$ cat config.mk
export PLATFORM = sky130hd
export DESIGN_NAME = mmio_region_router
export DESIGN_NICKNAME = d
export VERILOG_FILES = /design/src/rtl/mrr_pkg.sv /design/src/rtl/mrr_decode.sv /design/src/rtl/mrr_datapath.sv /design/src/rtl/mmio_region_router.sv
export SDC_FILE = /design/constraint.sdc
export NUM_CORES = 1
export LEC_CHECK = 0
export ABC_AREA = 0
export CORE_AREA = 2 2 120 122
export CTS_CLUSTER_SIZE = 20
export DETAILED_ROUTE_END_ITERATION = 10
export DIE_AREA = 0 0 122 124
export GPL_ROUTABILITY_DRIVEN = 1
export PLACE_DENSITY = 0.71
export SKIP_LAST_GASP = 1
export SYNTH_ARGS = -nofsm -noshare
export SYNTH_HDL_FRONTEND = slang
export SYNTH_SLANG_ARGS = --single-unit
export TNS_END_PERCENT = 20
$ cat constraint.sdc
create_clock -name clk -period 10.6 [get_ports clk]
set_input_delay 3.18 -clock clk [delete_from_list [all_inputs] [get_ports clk]]
set_output_delay 3.18 -clock clk [all_outputs]
set_load 0.005 [all_outputs]
$ cat src/rtl/mrr_pkg.sv
package mrr_pkg;

  // Device select positions
  localparam int NUM_DEV  = 4;
  localparam int DEV_IMEM = 0;
  localparam int DEV_DMEM = 1;
  localparam int DEV_HCTL = 2;
  localparam int DEV_HEAP = 3;

  // Routine words, offsets relative to the routine window base.
  // Strobe bit i belongs to offset RTN_OFF[i].
  localparam int NUM_RTN = 9;
  localparam logic [7:0] RTN_OFF [NUM_RTN] = '{
    8'h00, 8'h04, 8'h08, 8'h0C, 8'h12, 8'h16, 8'h20, 8'h24, 8'h28
  };
  // 1 = store-triggered word, 0 = load-triggered word
  localparam logic [NUM_RTN-1:0] RTN_IS_STORE = 9'b111001111;

  // Allocator control words, same base as the routine window
  localparam int NUM_HCTL = 2;
  localparam logic [7:0] HCTL_OFF [NUM_HCTL] = '{8'h30, 8'h34};

  // Control-to-datapath strobe bundle
  typedef struct packed {
    logic [NUM_DEV-1:0] sel;
    logic [NUM_RTN-1:0] rtn;
    logic               conRead;
    logic               rtnWrite;
    logic               load;
    logic               illegal;
  } decodeStrobes_t;

endpackage

$ cat src/rtl/mrr_decode.sv
module mrr_decode
  import mrr_pkg::*;
#(
  parameter int ADDR_W     = 32,
  parameter int IMEM_BYTES = 1024,
  parameter int DMEM_BYTES = 1024,
  parameter int RTN_BASE   = 'h800,
  parameter int HEAP_BASE  = 'hB700,
  parameter int HEAP_BANKS = 128,
  parameter int BANK_BYTES = 64
) (
  input  logic              clk,
  input  logic              rstN,
  input  logic              reqValid,
  input  logic              reqWrite,
  input  logic [ADDR_W-1:0] reqAddr,
  output decodeStrobes_t    ds
);

  localparam logic [ADDR_W-1:0] IMEM_END_A = ADDR_W'(IMEM_BYTES);
  localparam logic [ADDR_W-1:0] DMEM_END_A = ADDR_W'(IMEM_BYTES + DMEM_BYTES);
  localparam logic [ADDR_W-1:0] RTN_BASE_A = ADDR_W'(RTN_BASE);
  localparam logic [ADDR_W-1:0] HEAP_LO_A  = ADDR_W'(HEAP_BASE);
  localparam logic [ADDR_W-1:0] HEAP_HI_A  = ADDR_W'(HEAP_BASE + HEAP_BANKS * BANK_BYTES);

  // Full-width offset into the routine window: an exact compare against the
  // whole value keeps aliases with upper bits set from matching.
  logic [ADDR_W-1:0]   rtnRel;
  logic [NUM_RTN-1:0]  rtnHit;
  logic [NUM_RTN-1:0]  rtnStb;
  logic [NUM_HCTL-1:0] hctlHit;
  logic [NUM_DEV-1:0]  sel;

  assign rtnRel = reqAddr - RTN_BASE_A;

  for (genvar i = 0; i < NUM_RTN; i++) begin : g_rtn
    assign rtnHit[i] = reqValid && (rtnRel == ADDR_W'(RTN_OFF[i]));
    assign rtnStb[i] = rtnHit[i] && (reqWrite == RTN_IS_STORE[i]);
  end

  for (genvar h = 0; h < NUM_HCTL; h++) begin : g_hctl
    assign hctlHit[h] = reqValid && (rtnRel == ADDR_W'(HCTL_OFF[h]));
  end

  always_comb begin
    sel           = '0;
    sel[DEV_IMEM] = reqValid && (reqAddr < IMEM_END_A);
    sel[DEV_DMEM] = reqValid && (reqAddr >= IMEM_END_A) && (reqAddr < DMEM_END_A);
    sel[DEV_HCTL] = |hctlHit;
    sel[DEV_HEAP] = reqValid && (reqAddr >= HEAP_LO_A) && (reqAddr < HEAP_HI_A);
  end

  always_comb begin
    ds          = '0;
    ds.sel      = sel;
    ds.rtn      = rtnStb;
    ds.conRead  = |(rtnStb & ~RTN_IS_STORE);
    ds.rtnWrite = |(rtnStb & RTN_IS_STORE);
    ds.load     = reqValid && !reqWrite;
    ds.illegal  = reqValid && !(|sel) && !(|rtnStb);
  end


  target_onehot_chk: assert property (@(posedge clk) disable iff (!rstN)
    $onehot0({ds.sel, ds.rtn}));


  idle_quiet_chk: assert property (@(posedge clk) disable iff (!rstN)
    !reqValid |-> (ds.sel == '0 && ds.rtn == '0 && !ds.illegal));


  store_word_dir_chk: assert property (@(posedge clk) disable iff (!rstN)
    ds.rtnWrite |-> (reqWrite && !ds.load));


  load_word_dir_chk: assert property (@(posedge clk) disable iff (!rstN)
    ds.conRead |-> (ds.load && ds.sel == '0));

endmodule

$ cat src/rtl/mrr_datapath.sv
module mrr_datapath
  import mrr_pkg::*;
#(
  parameter int DATA_W = 32
) (
  input  logic              clk,
  input  logic              rstN,
  input  decodeStrobes_t    ds,
  input  logic [DATA_W-1:0] reqWdata,
  input  logic [DATA_W-1:0] devRdata [NUM_DEV],
  input  logic [DATA_W-1:0] conRdata,
  output logic [DATA_W-1:0] rtnData,
  output logic              loadValid,
  output logic [DATA_W-1:0] loadData,
  output logic              illegalAccess
);

  logic [NUM_DEV-1:0] selQ;
  logic               conQ;
  logic               loadQ;
  logic               illQ;
  logic [DATA_W-1:0]  muxAcc;

  // Only loads keep their select, so a store leaves no stale response
  always_ff @(posedge clk or negedge rstN) begin
    if (!rstN) begin
      selQ  <= '0;
      conQ  <= 1'b0;
      loadQ <= 1'b0;
      illQ  <= 1'b0;
    end else begin
      selQ  <= ds.load ? ds.sel : '0;
      conQ  <= ds.conRead;
      loadQ <= ds.load;
      illQ  <= ds.illegal;
    end
  end

  always_comb begin
    muxAcc = '0;
    for (int d = 0; d < NUM_DEV; d++) begin
      if (selQ[d]) muxAcc = muxAcc | devRdata[d];
    end
    if (conQ) muxAcc = muxAcc | conRdata;
  end

  assign loadData      = loadQ ? muxAcc : '0;
  assign loadValid     = loadQ;
  assign illegalAccess = illQ;
  assign rtnData       = ds.rtnWrite ? reqWdata : '0;


  load_resp_origin_chk: assert property (@(posedge clk) disable iff (!rstN)
    loadValid |-> $past(ds.load));


  illegal_pulse_chk: assert property (@(posedge clk) disable iff (!rstN)
    illegalAccess |-> $past(ds.illegal));


  illegal_load_zero_chk: assert property (@(posedge clk) disable iff (!rstN)
    (loadValid && illegalAccess) |-> (loadData == '0));


  no_resp_zero_chk: assert property (@(posedge clk) disable iff (!rstN)
    !loadValid |-> (loadData == '0));

endmodule

$ cat src/rtl/mmio_region_router.sv
module mmio_region_router
  import mrr_pkg::*;
#(
  parameter int ADDR_W     = 32,
  parameter int DATA_W     = 32,
  parameter int IMEM_BYTES = 1024,
  parameter int DMEM_BYTES = 1024,
  parameter int RTN_BASE   = 'h800,
  parameter int HEAP_BASE  = 'hB700,
  parameter int HEAP_BANKS = 128,
  parameter int BANK_BYTES = 64
) (
  input  logic              clk,
  input  logic              rstN,
  input  logic              reqValid,
  input  logic              reqWrite,
  input  logic [ADDR_W-1:0] reqAddr,
  input  logic [DATA_W-1:0] reqWdata,
  input  logic [DATA_W-1:0] imemRdata,
  input  logic [DATA_W-1:0] dmemRdata,
  input  logic [DATA_W-1:0] heapCtlRdata,
  input  logic [DATA_W-1:0] heapRdata,
  input  logic [DATA_W-1:0] conRdata,
  output logic [3:0]        devSel,
  output logic [8:0]        rtnStb,
  output logic [DATA_W-1:0] rtnData,
  output logic              loadValid,
  output logic [DATA_W-1:0] loadData,
  output logic              illegalAccess
);

  decodeStrobes_t    ds;
  logic [DATA_W-1:0] devRdata [NUM_DEV];

  assign devRdata[DEV_IMEM] = imemRdata;
  assign devRdata[DEV_DMEM] = dmemRdata;
  assign devRdata[DEV_HCTL] = heapCtlRdata;
  assign devRdata[DEV_HEAP] = heapRdata;

  mrr_decode #(
    .ADDR_W    (ADDR_W),
    .IMEM_BYTES(IMEM_BYTES),
    .DMEM_BYTES(DMEM_BYTES),
    .RTN_BASE  (RTN_BASE),
    .HEAP_BASE (HEAP_BASE),
    .HEAP_BANKS(HEAP_BANKS),
    .BANK_BYTES(BANK_BYTES)
  ) u_decode (
    .clk     (clk),
    .rstN    (rstN),
    .reqValid(reqValid),
    .reqWrite(reqWrite),
    .reqAddr (reqAddr),
    .ds      (ds)
  );

  mrr_datapath #(
    .DATA_W(DATA_W)
  ) u_datapath (
    .clk          (clk),
    .rstN         (rstN),
    .ds           (ds),
    .reqWdata     (reqWdata),
    .devRdata     (devRdata),
    .conRdata     (conRdata),
    .rtnData      (rtnData),
    .loadValid    (loadValid),
    .loadData     (loadData),
    .illegalAccess(illegalAccess)
  );

  assign devSel = ds.sel;
  assign rtnStb = ds.rtn;

endmodule

# Word-level counts from Yosys, hierarchy flattened
# Index checks and enable logic that the tools add are counted.
totals:
  ff_bits: 7
  out_inout_bits: 79
  word_cells: 70
op_classes:
  n_bitwise: 5
  add_sub_neg: 1
  order_cmp: 5
  reduce_logical: 37
  eq_ne: 10
  n_mux: 8
op_table:
  columns: ["cell", "count"]
  rows:
  - ["2-to-1 mux 32 bit", 7]
  - ["equality test 32 x 6 -> 1 bit (second input constant)", 5]
  - ["OR 32 bit", 4]
  - ["equality test 32 x 4 -> 1 bit (second input constant)", 2]
  - ["equality test 32 x 5 -> 1 bit (second input constant)", 2]
  - ["equality test 32 x 3 -> 1 bit (second input constant)", 1]
  - ["greater-or-equal comparator 32 x 11 -> 1 bit (second input constant)", 1]
  - ["greater-or-equal comparator 32 x 16 -> 1 bit (second input constant)", 1]
  - ["zero test 32 bit", 1]
  - ["< comparator 32 x 11 -> 1 bit (second input constant)", 1]
  - ["< comparator 32 x 12 -> 1 bit (second input constant)", 1]
  - ["< comparator 32 x 16 -> 1 bit (second input constant)", 1]
  - ["subtractor 32 x 12 -> 32 bit (second input constant)", 1]
  - ["logical AND 1 bit", 28]
  - ["OR reduction 9 bit", 1]
  - ["OR reduction 7 bit", 1]
  - ["OR reduction 5 bit", 1]
  - ["2-to-1 mux 4 bit", 1]
  - ["OR reduction 2 bit", 2]
  - ["zero test 1 bit", 3]
  - ["NOT 1 bit", 1]

# Depth between registers and ports, before layout
depth:
  word_depth: 10
  ltp_mapped: 11
  depth_no_buf: 8

# Modules after synthesis
# A second synthesis with hierarchy kept.
unflattened:
  hier_cells: 259
  hier_area_um2: 1980.6
by_module_without_submodules:
  columns: ["module", "n_inst", "cells_each", "seq_area_each_um2", "area_per_inst_um2"]
  rows:
  - ["mrr_datapath", 1, 160, 175.2, 1328.8]
  - ["mrr_decode", 1, 99, 0.0, 651.9]

# Least setup slack after synthesis
# Ideal clock, no wire load.
synth_timing:
  kind: "input port to output port"
  from: "in reqAddr[12]"
  to: "out rtnStb[5]"
  t_required_ps: 7420
  t_arrival_ps: 5315
  slack_ps: 2105
  path_stages: 11
  cell_sequence: "inv_1 -> ha_1 -> or4b_4 -> nor2_1 -> xnor2_1 -> nand4_1 -> or3_1 -> buf_4 -> buf_6 -> nor4b_2 -> buf_4"
synth_lines:
  columns: ["item", "line_no", "rtl"]
  rows:
  - ["from (decl)", "mmio_region_router.sv:17", "input logic [ADDR_W-1:0] reqAddr,"]
  - ["to (decl)", "mmio_region_router.sv:25", "output logic [8:0] rtnStb,"]

# Worst setup path after layout
layout_timing:
  from: "in reqAddr[11]"
  to: "out rtnStb[5]"
layout_via:
  elab_chain_len: 4
layout_rtl:
  columns: ["item", "line_no", "rtl"]
  rows:
  - ["subtractor 32 x 12 -> 32 bit", "mrr_decode.sv:34", "assign rtnRel = reqAddr - RTN_BASE_A;"]
  - ["equality test 32 x 5 -> 1 bit", "mrr_decode.sv:37", "assign rtnHit[i] = reqValid && (rtnRel == ADDR_W'(RTN_OFF[i]));"]
  - ["logical AND 1 bit", "mrr_decode.sv:37", null]
  - ["logical AND 1 bit", "mrr_decode.sv:38", "assign rtnStb[i] = rtnHit[i] && (reqWrite == RTN_IS_STORE[i]);"]
# Every way passes these cells.

==> results.tsv <==
stage	metric	value	unit
global_route	largest net degree at the start of global routing	46	
synthesis	number of enable flip-flop cells after synthesis	0	
cts	CTS tree	built	
synthesis	Cells after Synth	304	
global_route	GRT overflow	0	
finish	share of layout cells above drive strength 1	8.90	%
global_route	first-pass GRT wire length	19900	µm
global_route	All-Layer GR Usage	16.6	%
cts	CTS Buf Count	3	
die	Die Area	0.0151	mm²
synthesis	synth warn	0	
sta	TNS Setup	0	ps
synthesis	Mapped Nets	533	
synthesis	Compound-Gate Fraction of Synth Area	36.6	%
cts	clock-pin slew on the worst setup and hold paths	40	ps
power_and_ir_drop	maximum vdd drop	0.0526	mV
finish	n_diodes	0	
synthesis	FF+latch count, synth	7	
routing	initial drt markers	280	
worst_setup_path	CP cell instances	clkdlybuf4s50_1, inv_1, ha_1, or4b_4, nor2_1, xnor2_1, nand4_1, or3_2, buf_4, nor4b_2, clkdlybuf4s50_1	
sta	Hold Fails Final Rpt	0	
synthesis	xor and xnor fraction of the mapped netlist area	1.44	%
die	width of the die	122	µm
synthesis	largest family of logic cells by synthesized area	simple AND/OR/NAND/NOR gates	
die	number of I/O pins	307	
worst_setup_path	Worst Path Arrival	6700	ps
sta	setup slack after layout	722	ps
finish	Synth-to-Final Area Change	130	%
worst_setup_path	cell mode on critical path	clkdlybuf4s50_1	
routing	ANT nets after route	0	
worst_setup_path	CP Class	input port to output port	
worst_setup_path	slowest stage cell, crit path	clkdlybuf4s50_1	
placement	Post-DP Area	0.00552	mm²
global_route	initial antenna violation count	0	
sta	Slew @ Worst Pin	1320	ps
die	row cnt	43	
sta	Fmax	101	MHz
sta	WHS	3210	ps
placement	DP HPWL	11200	µm
sta	min Tclk post-route	9880	ps
sta	final setup fails	0	
routing	DR vias/cell	5.04	
worst_setup_path	CP peak stage delay	600	ps
synthesis	asr flop ratio synth	100	%
power_and_ir_drop	LEAKAGE	1.65	nW
die	Starting Density	17.7	%
worst_setup_path	Crit Path Max Fanout	45	
sta	RSZ-0062 raised after global routing	no	
cts	CTS sink cnt	7	
placement	pre-CTS setup slack	741	ps
global_route	number of global-route vias before repair	3756	
sta	Slew Limit Fails	0	
worst_setup_path	startpoint types	input port	
synthesis	Distinct cells, synth	44	
routing	residual DRC count	0	
hold_path	worst hold path class	input port to async pin	
synthesis	post-synthesis simple-gate area fraction	42.5	%
synthesis	post-synthesis sequential area ratio	7.20	%
routing	Routed WL	14100	µm
sta	relative slew slack	12.2	%
synthesis	commonest register cell after synthesis	dfrtp_1	
synthesis	synthesized area per cell	8.00	µm²
die	Die Y	124	µm
power_and_ir_drop	power consumption	0.208	mW
synthesis	mux share of post-synthesis cell area	0	%
sta	Final period util	93.2	%
status	outcome	completed	
cts	CTS H-tree depth	1	
cts	post-cts repair resize count	0	
cts	Hold-fix buffers, CTS	0	
routing	drt pass-1 iters	8	
worst_setup_path	Worst Path Required	7420	ps
synthesis	synthesized area	0.00243	mm²
placement	Routability Congestion	0.888	
placement	port bufs	306	
power_and_ir_drop	Power Density	37.2	mW/mm²
cts	CTS max path bufs	2	
worst_setup_path	crit path capture	rtnStb[5]	
cts	CTS root buffer	clkbuf_16	
routing	Vias	3794	
routing	WL/cell	18.8	µm
finish	final net count	803	
die	Core Box Area	0.0137	mm²
worst_setup_path	Setup crit start	reqAddr[11]	
synthesis	Synth Area in Adders	0.514	%
finish	# fillers	1357	
finish	finished layout cell area	0.00560	mm²
cts	buffer count from post-CTS setup fixing	0	
worst_setup_path	Setup crit end kind	output port	
run	Max Cap Violations	0	
[kinds of logic after synthesis]
logic type,after synthesis
XOR/XNOR,4
AND/OR/NAND/NOR,130
buffers and inverters,53
AO/OA/AOI/OAI,109
flip-flops,7
adder cells (fa/ha/maj),1
[placed cells by master, fill, tap and decap left out, types with 2 or more instances in the layout]
cell,count
nand2_1,5
nor2_1,13
a21oi_1,3
clkdlybuf4s50_1,306
a21boi_1,22
nor2b_1,2
nand4b_1,2
xor2_1,2
or3_1,2
inv_1,6
a22oi_1,32
o21ai_0,2
nand3_1,4
clkbuf_16,3
nand2b_1,33
nor3_1,6
a222oi_1,32
nand4_1,4
nor4_1,6
nor4b_1,5
buf_4,6
a21boi_0,10
nand3b_1,2
nor4_2,37
dfrtp_1,7
[state kept, by name (all words and copies together) (netlist names)]
register                  cells
u_datapath.conQ               1
u_datapath.loadValid          1
u_datapath.selQ               4
u_datapath.illegalAccess      1
[Yosys cell counts (2+ instances only)]
library cell | instances | area [µm²]
nor3_1 | 6 | 30.0
nor2_1 | 13 | 48.8
clkbuf_1 | 25 | 93.8
buf_6 | 4 | 45.0
nor4_2 | 37 | 463
nor4b_1 | 5 | 43.8
o21ai_0 | 2 | 10.0
nand3b_1 | 2 | 15.0
nor4_1 | 6 | 37.5
a21boi_0 | 10 | 75.1
a222oi_1 | 32 | 320
nor2b_1 | 2 | 12.5
a21boi_1 | 22 | 165
nand2_1 | 5 | 18.8
nand4_1 | 4 | 25.0
a21oi_1 | 3 | 15.0
a22oi_1 | 32 | 240
dfrtp_1 | 7 | 175
nand3_1 | 4 | 20.0
xor2_1 | 3 | 26.3
buf_2 | 4 | 20.0
nand4b_1 | 2 | 17.5
nand2b_1 | 33 | 206
inv_1 | 6 | 22.5
buf_4 | 14 | 105
or3_1 | 3 | 18.8
[worst max-delay path, delay by kind of cell]
family,cells,cell delay (ps)
and+or+nand+nor,5,1620
buffers and inverters,4,1510
adders and majority gates,1,240
xor gates and xnor gates,1,130
[layout make-up]
type | instances | area, µm² | share of cell area (%)
sequential | 7 | 175 | 3.13
tap | 180 | 225 | 4.02
inverter | 6 | 22.5 | 0.402
timing repair buffer | 312 | 3110 | 55.5
clock buffer | 4 | 78.8 | 1.41
multi-input combinational | 244 | 1990 | 35.5
[routing by layer]
| layer | wire (µm) | GRT usage (%) | vias up |
|---|---|---|---|
| met1 | 5300 | 18.8 | 1798 |
| met5 | 0 | 0 | - |
| met3 | 1320 | 3.02 | 14 |
| li1 | - | - | 1786 |
| met4 | 205 | 4.09 | 0 |
| met2 | 7310 | 31.7 | 196 |
[worst min-delay path by stage]
stage | start | end | slack, ps | depth (start not counted)
finish | rstN | u_datapath.selQ[0]$_DFF_PN0_ | 3210 | 1
global route | rstN | u_datapath.selQ[0]$_DFF_PN0_ | 3240 | 1
detailed placement | rstN | u_datapath.selQ[0]$_DFF_PN0_ | 3470 | 1
CTS | rstN | u_datapath.selQ[0]$_DFF_PN0_ | 3230 | 1
global placement | rstN | u_datapath.selQ[1]$_DFF_PN0_ | 3460 | 1
floorplan | rstN | u_datapath.conQ$_DFF_PN0_ | 2880 | 0
[per-stage QoR]
| step | utilization [%] | cells |
|---|---|---|
| global placement | 40.2 | 749 |
| CTS | 40.8 | 753 |
| global route | 40.8 | 753 |
| floorplan | - | 304 |
| finish | 40.8 | 753 |
| detailed placement | 40.2 | 749 |
[power by group]
| group | switching [mW] | total, mW | internal, mW |
|---|---|---|---|
| clock network | 0.0136 | 0.0635 | 0.0500 |
| logic | 0.0320 | 0.115 | 0.0835 |
| registers | 0.00203 | 0.0292 | 0.0272 |
Power figures use the tool's default switching activity.
